--- src/rtl/coef_dequant.sv ---
module coef_dequant #(
  parameter int          WORD_W   = 16,
  parameter int          CW       = 10,
  parameter int          QW       = 6,
  parameter int          OW       = 16,
  parameter logic [15:0] EOB_WORD = 16'hFE00
) (
  input  logic              clk,
  input  logic              rst_n,
  input  logic              in_valid,
  output logic              in_ready,
  input  logic [WORD_W-1:0] in_word,
  input  logic [QW-1:0]     in_q,
  input  logic              in_first,
  output logic              out_valid,
  input  logic              out_ready,
  output logic [OW-1:0]     out_coef,
  output logic [WORD_W-CW-1:0] out_pos,
  output logic              block_done
);
  localparam int PW  = WORD_W - CW;
  localparam int PRW = CW + QW + 1;
  localparam int SW  = PRW + 6;
  localparam logic signed [SW-1:0] MAXV = {{(SW-OW+1){1'b0}}, {(OW-1){1'b1}}};
  localparam logic signed [SW-1:0] MINV = {{(SW-OW+1){1'b1}}, {(OW-1){1'b0}}};
  localparam logic signed [SW-1:0] BIAS = SW'(8);

  logic                  acc, is_eob;
  logic signed [CW-1:0]  coef;
  logic [PW-1:0]         run, pos_next, cur_pos;
  logic signed [PRW-1:0] prod;
  logic signed [SW-1:0]  coef_x, prod_x, base, scaled;
  logic [OW-1:0]         sat;

  assign in_ready = !out_valid || out_ready;
  assign acc      = in_valid && in_ready;
  assign is_eob   = !in_first && (in_word == EOB_WORD);
  assign coef     = $signed(in_word[CW-1:0]);
  assign run      = in_word[WORD_W-1:CW];
  assign cur_pos  = in_first ? '0 : pos_next + run;
  assign prod     = $signed({{(QW+1){coef[CW-1]}}, coef}) * $signed({{CW{1'b0}}, 1'b0, in_q});
  assign coef_x   = $signed({{(SW-CW){coef[CW-1]}}, coef});
  assign prod_x   = $signed({{(SW-PRW){prod[PRW-1]}}, prod});

  always_comb begin
    if (in_q == '0)    base = coef_x <<< 5;
    else if (in_first) base = prod_x <<< 4;
    else               base = (prod_x >>> 3) <<< 4;
    scaled = base;
    if (in_q != '0) begin
      if (coef < 0)       scaled = base + BIAS;
      else if (coef != 0) scaled = base - BIAS;
    end
    if (scaled > MAXV)      sat = MAXV[OW-1:0];
    else if (scaled < MINV) sat = MINV[OW-1:0];
    else                    sat = scaled[OW-1:0];
  end

  always_ff @(posedge clk) begin
    if (!rst_n) begin
      out_valid  <= 1'b0;
      out_coef   <= '0;
      out_pos    <= '0;
      pos_next   <= '0;
      block_done <= 1'b0;
    end else begin
      block_done <= acc && is_eob;
      if (acc) begin
        if (is_eob) begin
          out_valid <= 1'b0;
          pos_next  <= '0;
        end else begin
          out_valid <= 1'b1;
          out_coef  <= sat;
          out_pos   <= cur_pos;
          pos_next  <= cur_pos + 1'b1;
        end
      end else if (out_ready) begin
        out_valid <= 1'b0;
      end
    end
  end
endmodule


--- config.mk ---
export PLATFORM = sky130hd
export DESIGN_NAME = coef_dequant
export DESIGN_NICKNAME = d
export VERILOG_FILES = /design/src/rtl/coef_dequant.sv
export SDC_FILE = /design/constraint.sdc
export NUM_CORES = 1
export LEC_CHECK = 0
export ABC_AREA = 1
export BUFFER_PORTS_ARGS = -buffer_cell sky130_fd_sc_hd__buf_2
export CORE_MARGIN = 8
export CORE_UTILIZATION = 40
export DETAILED_ROUTE_END_ITERATION = 10
export PLACE_DENSITY_LB_ADDON = 0.05
export SLEW_MARGIN = 10
export SYNTH_ARGS = -nofsm -noshare
export SYNTH_HDL_FRONTEND = slang
export SYNTH_SLANG_ARGS = --single-unit
export TNS_END_PERCENT = 20
--- constraint.sdc ---
create_clock -name clk -period 14.1 [get_ports clk]
set_input_delay 1.41 -clock clk [delete_from_list [all_inputs] [get_ports clk]]
set_output_delay 1.41 -clock clk [all_outputs]
set_load 0.02 [all_outputs]
==> flow_summary.ini <==
[yosys]
synth-edff-count = 0
synthArstFlopShare_pct = 0
synthSimpleGateAreaFrac_pct = 39.03
synth-seq-area-share_pct = 10.16
synthesis.nets = 1027
yosys.cell_types.count = 38
synth-warning-count = 0
synth_mux_area_share_pct = 0
syn_area_um2 = 5517
synth_cells = 915
synth_top_family_by_area = simple AND/OR/NAND/NOR gates
synth-compound-area-share_pct = 6.986
synth_area_per_cell_um2 = 6.029
synthAdderAreaFrac_pct = 25.27
synth-seq-cells = 28
synth_top_flop_cell = dfxtp_1
synthXorXnorAreaFrac_pct = 1.111

[min_path]
hold_class = flop to flop

[power_and_ir_drop]
max-vdd-ir-drop_uv = 71.07
power_leakage_nw = 3.649
finalPower_mw = 0.9602
power_density_nw_per_um2 = 162.3

[critical_path]
crit_slowest_cell = fa_1
critPathMaxStageDelay_ns = 0.53
critPathKind = input port to flop
worstPathRequired_ns = 14.23
startpoint_type = input port
end_kind = flop
arrival_ns = 7.00
cp_max_fo = 14

[cells_and_area]
fin_cells = 1118
multiInputGateArea_um2 = 3994
finalNetCount = 1051
regArea_um2 = 560.5
layout_commonest_cell = nand2_1
final_cell_mix = nand2_1 (277), inv_1 (193), nor2_1 (85), nand3_1 (79), buf_2 (51)
final_area_um2 = 5917
num_antenna_cells = 0
drive_gt1_share_pct = 11.51
final_util_pct = 43.30
fillers = 1559
area_delta_synth_final_pct = 7.258

[route]
initialDrtViolationCount = 287
drcViolationCount = 0
vias = 5219
drtPass1Iterations = 5
final_antenna_net_count = 0
drt-total-wl_um = 14080
routed_via_density = 4.668
wl_per_cell_um = 12.59

[floorplanning]
rows = 43
ios = 52
die_width_um = 133.4
die_h_um = 133.4
start_util_pct = 40.37
dieArea_um2 = 17800
design.core.area_um2 = 13670

[place]
port_buffers = 51
place.gp.congestion = 0.8550
post-place-cells = 1114
dp_slack_ns = 6.936
place_hpwl_um = 11850
placed_cell_area_um2 = 5812

[sta]
rsz0062_at_grt = false
min_period_ns = 6.871
whs_ns = 0.4677
fmax_ghz = 0.1456
finalHoldViolations = 0
drv_slew = 0
setup_viol = 0
setup_tns_ns = 0
layout_setup_ws_ns = 7.229
slew_headroom_pct = 51.15
tightest_slew_ns = 0.7283
period_share_pct = 48.73
fin_skew_ns = 0.004128

[flow_run]
maxCapViolations = 0

[grt]
overflow = 0
grtUsageTotal_pct = 16.50
first_global_vias = 5164
grt_pass1_wl_um = 24780
grt_max_degree = 31
antenna_found_initial = 0

[clock_network]
cts_root_buf = clkbuf_16
cts_resized = 0
cts_tree = done
htree_levels = 1
holdBufCountCts = 0
clk_path_buf_depth = 2
cts.clk_slew.worst_paths_ns = 0.07
cts_made_buffers = 3
postCtsSetupRepairBufs = 0
cts_sinks = 28
clk_latency_ns = 0.26

[run_status]
status = complete, no violations
==> synthesized netlist by cell type, drive strengths merged (4+ instances only) <==
cell,instances,share of area [%]
nand2,289,20
inv,201,14
nor2,93,7.1
nand3,85,8.3
fa,44,16
a21oi,41,4.7
ha,41,9.3
dfxtp,28,10
buf,19,2.6
clkbuf,15,1.0
nand4,12,1.4
o21ai,12,1.3
nor3,8,0.82
or2,5,0.57
and2,4,0.45
xor2,4,0.63
==> power breakdown <==
part           leakage (nW)  switching (mW)  internal (mW)
clock                0.0511          0.0277         0.0566
sequential            0.231          0.0104          0.101
combinational          3.37           0.505          0.260
==> per-layer routing <==
metal,vias to the layer above,GRT usage [%],wire (µm)
met3,6,2.146,428
met5,-,0,0
met4,0,1.497,103
li1,2798,-,-
met1,2351,22.74,7120
met2,64,27.76,6424
==> cell type report <==
cell class	count	area share [%]
timing repair buffer	53	4.568
clock inverter	1	0.5075
tap	180	3.806
inverter	203	12.88
clock buffer	3	1.269
multi-input combinational	650	67.50
sequential	28	9.473
==> critical path, delay by kind of cell <==
family | cells | cell delay (ns)
AND/OR/NAND/NOR | 18 | 2.19
adder cells (fa/ha/maj) | 5 | 2.41
buffers and inverters | 7 | 0.48
AO/OA/AOI/OAI | 1 | 0.50
==> registers in the layout, indices dropped and copies added, names as in the netlist <==
signal,cells
out_pos,6
block_done,1
out_coef,14
out_valid,1
pos_next,6
==> path summary, 6_finish.rpt <==
| check | startpoint | to | slack [ns] | depth (start not counted) |
|---|---|---|---|---|
| max | in_q[3] | out_coef[8] | 7.23 | 31 |
| min | out_coef[15] | out_coef[15] | 0.47 | 2 |
| max reg2reg | out_valid | out_coef[8] | 11.11 | 9 |
| min reg2reg | out_coef[15] | out_coef[15] | 0.47 | 2 |
==> cells by family after synthesis <==
logic type | after synthesis
simple gates | 498
buf+inv | 237
fa+ha+maj | 85
compound gates | 60
flops | 28
xor+xnor | 7
(Power assumes the default switching activity.)
